File: src/rtl/flash_spm_pkg.sv
package flash_spm_pkg;
  typedef logic [4:0] cmd_t;

  localparam cmd_t CMD_FILL  = 5'b00001;
  localparam cmd_t CMD_ERASE = 5'b00011;
  localparam cmd_t CMD_WRITE = 5'b00101;
  localparam cmd_t CMD_LOCK  = 5'b01001;
  localparam cmd_t CMD_REEN  = 5'b10001;

  function automatic logic cmd_legal(cmd_t c);
    return (c == CMD_FILL) || (c == CMD_ERASE) || (c == CMD_WRITE) ||
           (c == CMD_LOCK) || (c == CMD_REEN);
  endfunction
endpackage

File: src/rtl/spm_arm_window.sv
module spm_arm_window #(
  parameter int WIN = 4
) (
  input  logic clk,
  input  logic rst_n,
  input  logic arm,
  input  logic consume,
  output logic open_o,
  output logic early_o,
  output logic expire_o
);
  localparam int CW    = $clog2(WIN + 1);
  localparam int EARLY = (WIN > 2) ? WIN - 2 : 1;

  logic [CW-1:0] cnt_q, cnt_d;

  always_comb begin
    cnt_d = cnt_q;
    if (arm)                cnt_d = CW'(WIN);
    else if (consume)       cnt_d = '0;
    else if (cnt_q != '0)   cnt_d = cnt_q - 1'b1;
  end

  always_ff @(posedge clk or negedge rst_n) begin
    if (!rst_n) cnt_q <= '0;
    else        cnt_q <= cnt_d;
  end

  assign open_o   = (cnt_q != '0);
  assign early_o  = (cnt_q >= CW'(EARLY));
  assign expire_o = (cnt_q == CW'(1)) && !arm && !consume;
endmodule

File: src/rtl/spm_op_tracker.sv
module spm_op_tracker #(
  parameter int PB              = 9,
  parameter int NRWW_FIRST_PAGE = 96
) (
  input  logic          clk,
  input  logic          rst_n,
  input  logic          start_erase,
  input  logic          start_write,
  input  logic [PB-1:0] page_in,
  input  logic          done,
  input  logic          fill_run,
  input  logic          reen_run,
  output logic          active_o,
  output logic          is_write_o,
  output logic [PB-1:0] page_o,
  output logic          busy_o,
  output logic          halt_o
);
  localparam logic [PB-1:0] BOUND = PB'(NRWW_FIRST_PAGE);

  logic          act_q, act_d, wr_q, wr_d, busy_q, busy_d;
  logic [PB-1:0] page_q, page_d;
  logic          start;

  assign start = start_erase | start_write;

  always_comb begin
    act_d  = act_q;
    wr_d   = wr_q;
    page_d = page_q;
    busy_d = busy_q;
    if (start) begin
      act_d  = 1'b1;
      wr_d   = start_write;
      page_d = page_in;
    end else if (act_q && done) begin
      act_d = 1'b0;
    end
    if (start && (page_in < BOUND)) busy_d = 1'b1;
    else if (fill_run || reen_run)  busy_d = 1'b0;
  end

  always_ff @(posedge clk or negedge rst_n) begin
    if (!rst_n) begin
      act_q  <= 1'b0;
      wr_q   <= 1'b0;
      page_q <= '0;
      busy_q <= 1'b0;
    end else begin
      act_q  <= act_d;
      wr_q   <= wr_d;
      page_q <= page_d;
      busy_q <= busy_d;
    end
  end

  assign active_o   = act_q;
  assign is_write_o = wr_q;
  assign page_o     = page_q;
  assign busy_o     = busy_q;
  assign halt_o     = act_q && (page_q >= BOUND);
endmodule

File: src/rtl/spm_lock_store.sv
module spm_lock_store #(
  parameter int BYTE_W = 8
) (
  input  logic              clk,
  input  logic              rst_n,
  input  logic              lock_we,
  input  logic [BYTE_W-1:0] lock_wdata,
  input  logic [BYTE_W-1:0] fuse_in,
  input  logic              sel_fuse,
  output logic [BYTE_W-1:0] lock_o,
  output logic [BYTE_W-1:0] rd_o
);
  logic [BYTE_W-1:0] lock_q, lock_d;

  always_comb begin
    lock_d = lock_q;
    if (lock_we) lock_d = lock_wdata;
  end

  always_ff @(posedge clk or negedge rst_n) begin
    if (!rst_n) lock_q <= '0;
    else        lock_q <= lock_d;
  end

  assign lock_o = lock_q;
  assign rd_o   = sel_fuse ? fuse_in : lock_q;
endmodule

File: src/rtl/flash_selfprog_ctrl.sv
module flash_selfprog_ctrl
  import flash_spm_pkg::*;
#(
  parameter int ZW              = 16,
  parameter int PAGE_WORD_BITS  = 6,
  parameter int NRWW_FIRST_PAGE = 96,
  parameter int ARM_WINDOW      = 4,
  parameter int BYTE_W          = 8
) (
  input  logic                         clk,
  input  logic                         rst_n,
  input  logic                         csr_we,
  input  logic [7:0]                   csr_wdata,
  output logic [7:0]                   csr_rdata,
  input  logic                         gie,
  input  logic                         st_strobe,
  input  logic [ZW-1:0]                st_z,
  input  logic [15:0]                  st_data,
  input  logic                         ld_strobe,
  input  logic                         ld_z0,
  input  logic [BYTE_W-1:0]            fuse_bits,
  output logic                         ld_hit,
  output logic [BYTE_W-1:0]            ld_data,
  output logic                         buf_we,
  output logic [PAGE_WORD_BITS-1:0]    buf_waddr,
  output logic [15:0]                  buf_wdata,
  output logic                         buf_discard,
  output logic                         fl_erase_req,
  output logic                         fl_write_req,
  output logic [ZW-2-PAGE_WORD_BITS:0] fl_page,
  input  logic                         fl_done,
  output logic                         rww_busy,
  output logic                         cpu_halt,
  output logic                         irq,
  output logic [BYTE_W-1:0]            lock_bits
);
  localparam int PB = ZW - 1 - PAGE_WORD_BITS;
  localparam int WB = PAGE_WORD_BITS;

  cmd_t cmd_q, cmd_d;
  logic ie_q, ie_d, bufv_q, bufv_d;

  logic win_open, win_early, win_expire;
  logic op_active, op_is_write, op_busy, op_halt;
  logic [PB-1:0] op_page;
  logic [BYTE_W-1:0] lock_rd;

  logic armed, st_go, csr_ok, op_done;
  logic go_fill, go_erase, go_write, go_lock, go_reen;

  assign armed    = cmd_q[0] && win_open && !op_active;
  assign st_go    = st_strobe && armed;
  assign csr_ok   = csr_we && cmd_legal(csr_wdata[4:0]) && !op_active && !st_go;
  assign op_done  = op_active && fl_done;
  assign go_fill  = st_go && (cmd_q == CMD_FILL);
  assign go_erase = st_go && (cmd_q == CMD_ERASE);
  assign go_write = st_go && (cmd_q == CMD_WRITE);
  assign go_lock  = st_go && (cmd_q == CMD_LOCK);
  assign go_reen  = st_go && (cmd_q == CMD_REEN);

  spm_arm_window #(.WIN(ARM_WINDOW)) u_win (
    .clk(clk), .rst_n(rst_n), .arm(csr_ok), .consume(st_go),
    .open_o(win_open), .early_o(win_early), .expire_o(win_expire)
  );

  spm_op_tracker #(.PB(PB), .NRWW_FIRST_PAGE(NRWW_FIRST_PAGE)) u_op (
    .clk(clk), .rst_n(rst_n), .start_erase(go_erase), .start_write(go_write),
    .page_in(st_z[ZW-1:WB+1]), .done(fl_done), .fill_run(go_fill),
    .reen_run(go_reen), .active_o(op_active), .is_write_o(op_is_write),
    .page_o(op_page), .busy_o(op_busy), .halt_o(op_halt)
  );

  spm_lock_store #(.BYTE_W(BYTE_W)) u_lock (
    .clk(clk), .rst_n(rst_n), .lock_we(go_lock),
    .lock_wdata(st_data[BYTE_W-1:0]), .fuse_in(fuse_bits), .sel_fuse(ld_z0),
    .lock_o(lock_bits), .rd_o(lock_rd)
  );

  // Command, interrupt-enable and buffer-state next values
  always_comb begin
    cmd_d  = cmd_q;
    ie_d   = ie_q;
    bufv_d = bufv_q;
    if (csr_we) ie_d = csr_wdata[7];
    if (op_done)                             cmd_d = '0;
    else if (csr_ok)                         cmd_d = csr_wdata[4:0];
    else if (st_go && !go_erase && !go_write) cmd_d = '0;
    else if (win_expire && !op_active)       cmd_d = '0;
    if (go_fill)                             bufv_d = 1'b1;
    else if (buf_discard)                    bufv_d = 1'b0;
    else if (op_done && op_is_write)         bufv_d = 1'b0;
  end

  always_ff @(posedge clk or negedge rst_n) begin
    if (!rst_n) begin
      cmd_q  <= '0;
      ie_q   <= 1'b0;
      bufv_q <= 1'b0;
    end else begin
      cmd_q  <= cmd_d;
      ie_q   <= ie_d;
      bufv_q <= bufv_d;
    end
  end

  assign buf_discard  = csr_ok && (csr_wdata[4:0] == CMD_REEN) && bufv_q;
  assign buf_we       = go_fill;
  assign buf_waddr    = st_z[WB:1];
  assign buf_wdata    = st_data;
  assign ld_hit       = ld_strobe && armed && (cmd_q == CMD_LOCK) && win_early;
  assign ld_data      = ld_hit ? lock_rd : '0;
  assign fl_erase_req = op_active && !op_is_write;
  assign fl_write_req = op_active && op_is_write;
  assign fl_page      = op_page;
  assign rww_busy     = op_busy;
  assign cpu_halt     = op_halt;
  assign irq          = ie_q && gie && !cmd_q[0];
  assign csr_rdata    = {ie_q, op_busy, 1'b0, cmd_q};
endmodule

File: config.mk
export PLATFORM = sky130hd
export DESIGN_NAME = flash_selfprog_ctrl
export DESIGN_NICKNAME = d
export VERILOG_FILES = /design/src/rtl/flash_spm_pkg.sv /design/src/rtl/spm_arm_window.sv /design/src/rtl/spm_op_tracker.sv /design/src/rtl/spm_lock_store.sv /design/src/rtl/flash_selfprog_ctrl.sv
export SDC_FILE = /design/constraint.sdc
export NUM_CORES = 1
export LEC_CHECK = 0
export CORE_MARGIN = 2
export CORE_UTILIZATION = 27
export CTS_CLUSTER_SIZE = 30
export DETAILED_ROUTE_END_ITERATION = 8
export GPL_TIMING_DRIVEN = 0
export PLACE_DENSITY = 0.66
export SLEW_MARGIN = 40
export SYNTH_ARGS = -nofsm -noshare
export SYNTH_HDL_FRONTEND = slang
export SYNTH_SLANG_ARGS = --single-unit
export TNS_END_PERCENT = 1
File: constraint.sdc
create_clock -name clk -period 2.1 [get_ports clk]
set_clock_uncertainty 0.15 [all_clocks]
set_input_delay 0.42 -clock clk [delete_from_list [all_inputs] [get_ports clk]]
set_output_delay 0.42 -clock clk [all_outputs]
set_load 0.1 [all_outputs]
==> run_results.csv <==
group,metric,value,unit
outcome,status,"complete, but fails checks",
outcome,violations,"DRC, setup timing",
grt,grt_pass1_wl,7.58,mm
detailed_routing,vias,1585,
setup_path,cp-start-kind,"flip-flop",
cells_and_area,area_growth,69.8,%
cells_and_area,layout.nets,330,
synth,ys_top_cells_by_area,"dfrtp_1 42%, buf_4 10%, mux2_4 6.6%",
die,core-area,6420,sq um
cells_and_area,layout.cells.non_filler,349,
synth,syn_area,1810,sq um
setup_path,critPathKind,"flip-flop to output pin",
pwr,leakage,1.48,nW
min_path,min_path_type,"primary input to asynchronous set/reset pin",
detailed_routing,wl_per_cell,13.3,um
pwr,seq_power_share,23.1,%
die,chipWidth,85.8,um
synth,ys.warnings.count,0,
cells_and_area,insertedDiodeCount,0,
timing,finalCritPeriodShare,124,%
timing,max_freq,385,MHz
synth,ys_types,43,
cts,htreeDepth,2,
synth,synth.top_cell.area_share,41.5,%
timing,layout_setup_ws,-500,ps
setup_path,regToRegStartpoint,"cmd_q[1]",
placed_design,hpwl,3.58,mm
cts,clk_latency,280,ps
placed_design,gp_congestion,0.756,
die,die_h,85.8,um
placed_design,placed_cells,334,
pwr,clkPwrFrac,11.0,%
synth,synthArstFlopShare,100,%
timing,post-route-min-period,2600,ps
synth,synthFlopType,"dfrtp_1",
cts,cts_buffers,5,
placed_design,place_area,2670,sq um
synth,synth-edff-count,0,
detailed_routing,wl,4.65,mm
setup_path,crit_path_max_fanout,9,
pwr,p_per_area,1410,nW/um^2
detailed_routing,drtIter0Drc,41,
grt,grt_pass1_vias,1559,
grt,gr-total-overflow,0,
synth,syn_area_per_cell,11.4,sq um
cts,cts_tree,"yes",
pwr,total_power,4.32,mW
cells_and_area,n_fill_cell,597,
pwr,switchingPower,2.53,mW
timing,worstMarginPinSlew,674,ps
cts,hold_buffers,0,
pwr,vdd_drop_max,1.26,mV
die,start_util,28.2,%
setup_path,cp-end-kind,"output pin",
pwr,p_int,1.79,mW
detailed_routing,drc_errors,10,
detailed_routing,ant_nets,0,
setup_path,crit_arrival,2030,ps
synth,seq_area_frac_synth,41.5,%
detailed_routing,firstDrtPassIters,6,
timing,slew_violations,0,
grt,antenna_found_initial,0,
grt,grt_usage,12.8,%
timing,relSlewSlack,55.1,%
cts,cts_buffer_depth,2,
pwr,swShare,58.5,%
cells_and_area,multi_input_area,933,sq um
synth,syn_inst,158,
die,die_area,7370,sq um
timing,setup_viol,19,
synth,ys_top_cells_by_count,"30 x dfrtp_1, 25 x buf_4, 17 x nor2_1",
timing,finalSetupTns,-5070,ps
setup_path,critPathLaunch,"cmd_q[1]",
die,row_count,29,
run,drv_cap,0,
die,ios,119,
synth,syn-num-nets,217,
cts,clock_sink_count,30,
pwr,combPwrFrac,65.9,%
timing,hold_violations,0,
cells_and_area,final-seq-area,763,sq um
detailed_routing,vias_per_cell,4.54,
timing,rsz0062_at_grt,"true",
cells_and_area,drive_gt1_share,59.2,%
cells_and_area,final_area,3070,sq um
synth,ys_ff_latch,30,
placed_design,place.port_buffers,99,
synth,synth_top_cell_by_area,"dfrtp_1",
cts,cts_root_buf,"clkbuf_8",
synth,yosysMostFrequentCell,"dfrtp_1",
setup_path,critPathRequiredTime,1530,ps
grt,grt_max_degree,31,
cts,path_clk_slew,70,ps
-- final timing paths --
path / endpoint / cells after the start / slack, ps
setup / recovery: ld_data[3] / 6 / -500
min in group clk: u_op.page_o[3] / 1 / 350
hold / removal: u_op.page_o[4] / 1 / 20
setup reg to reg: u_lock.lock_o[3] / 6 / -20
max in group asynchronous: cmd_q[0] / 1 / 1270
hold reg to reg: u_op.page_o[3] / 1 / 350
-- layout by cell type (no fill, tap or decap), types with 3 or more instances in the layout --
cell type,netlist,layout
buf_2,1,51
buf_4,25,31
clkdlybuf4s50_1,0,31
dfrtp_1,30,26
buf_12,1,13
mux2_2,10,10
mux2i_1,9,9
nor2_4,0,9
mux2_4,8,8
nor2_1,17,7
clkbuf_8,0,6
o21ai_0,5,5
dlymetal6s2s_1,0,5
nand2_1,4,4
a22o_1,3,3
dfrtp_4,0,3
-- power by group through the flow --
stage | clock network, mW | registers [mW] | logic (mW)
after CTS | 0.497 | 1.00 | 2.86
after global routing | 0.534 | 1.04 | 2.97
after global placement | 0 | 1.01 | 2.95
final | 0.477 | 0.997 | 2.85
after detailed placement | 0 | 1.01 | 2.76
after floorplan | 0 | 2.22 | 1.09
-- critical path, stage by stage (launching register included) --
cell,delay [ps]
dfrtp_4,510
or3b_4,400
nor3b_4,240
nand4_4,130
buf_12,180
nor2_4,110
buf_12,180
-- state kept, by name (all words and copies together), names as in the netlist --
name             count
ie_q                 1
u_op.active_o        1
cmd_q                5
u_op.is_write_o      1
bufv_q               1
u_op.page_o          9
u_op.busy_o          1
u_win.cnt_q          3
u_lock.lock_o        8
-- stage by stage --
| stage | hold slack [ps] | util, % | setup WS, ps |
|---|---|---|---|
| floorplan | -25.6 | - | -673 |
| global placement | 340 | 46.5 | -1710 |
| detailed placement | 339 | 41.6 | -1060 |
| CTS | 49.0 | 47.4 | -517 |
| global route | 71.3 | 47.8 | -574 |
| finish | 22.3 | 47.8 | -500 |
-- cells by family (layout without fill, tap and decap cells) --
| group | after synthesis | after routing | synth area share, % |
|---|---|---|---|
| multiplexers | 27 | 27 | 17.9 |
| flip-flops | 30 | 30 | 41.5 |
| XOR/XNOR | 2 | 2 | 0.969 |
| adder cells (fa/ha/maj) | 3 | 3 | 2.08 |
| AO/OA/AOI/OAI | 24 | 24 | 10.0 |
| other | 1 | 1 | 0.207 |
| buffers and inverters | 34 | 148 | 14.0 |
| AND/OR/NAND/NOR | 37 | 37 | 13.3 |
-- per-layer routing --
layer	track usage, %	share of wire [%]
met1	16.4	42
met2	22.1	48
met5	0	0
met3	3.46	10
met4	2.16	0.41
-- final cells by class --
| class | instances | share of cell area (%) |
|---|---|---|
| buffer | 30 | 7.79 |
| inverter | 4 | 0.611 |
| clock buffer | 6 | 2.69 |
| multi-input combinational | 94 | 30.4 |
| timing repair buffer | 106 | 30.1 |
| clock inverter | 2 | 0.408 |
| tap | 77 | 3.14 |
| sequential | 30 | 24.9 |
-- what timing repair did --
action	CTS	global route
endpoints found under the setup margin	20	21
gates resized for setup	57	7
setup buffers	6	1
gates cloned	0	0
pin swaps	6	6
Power figures use the tool's default switching activity.
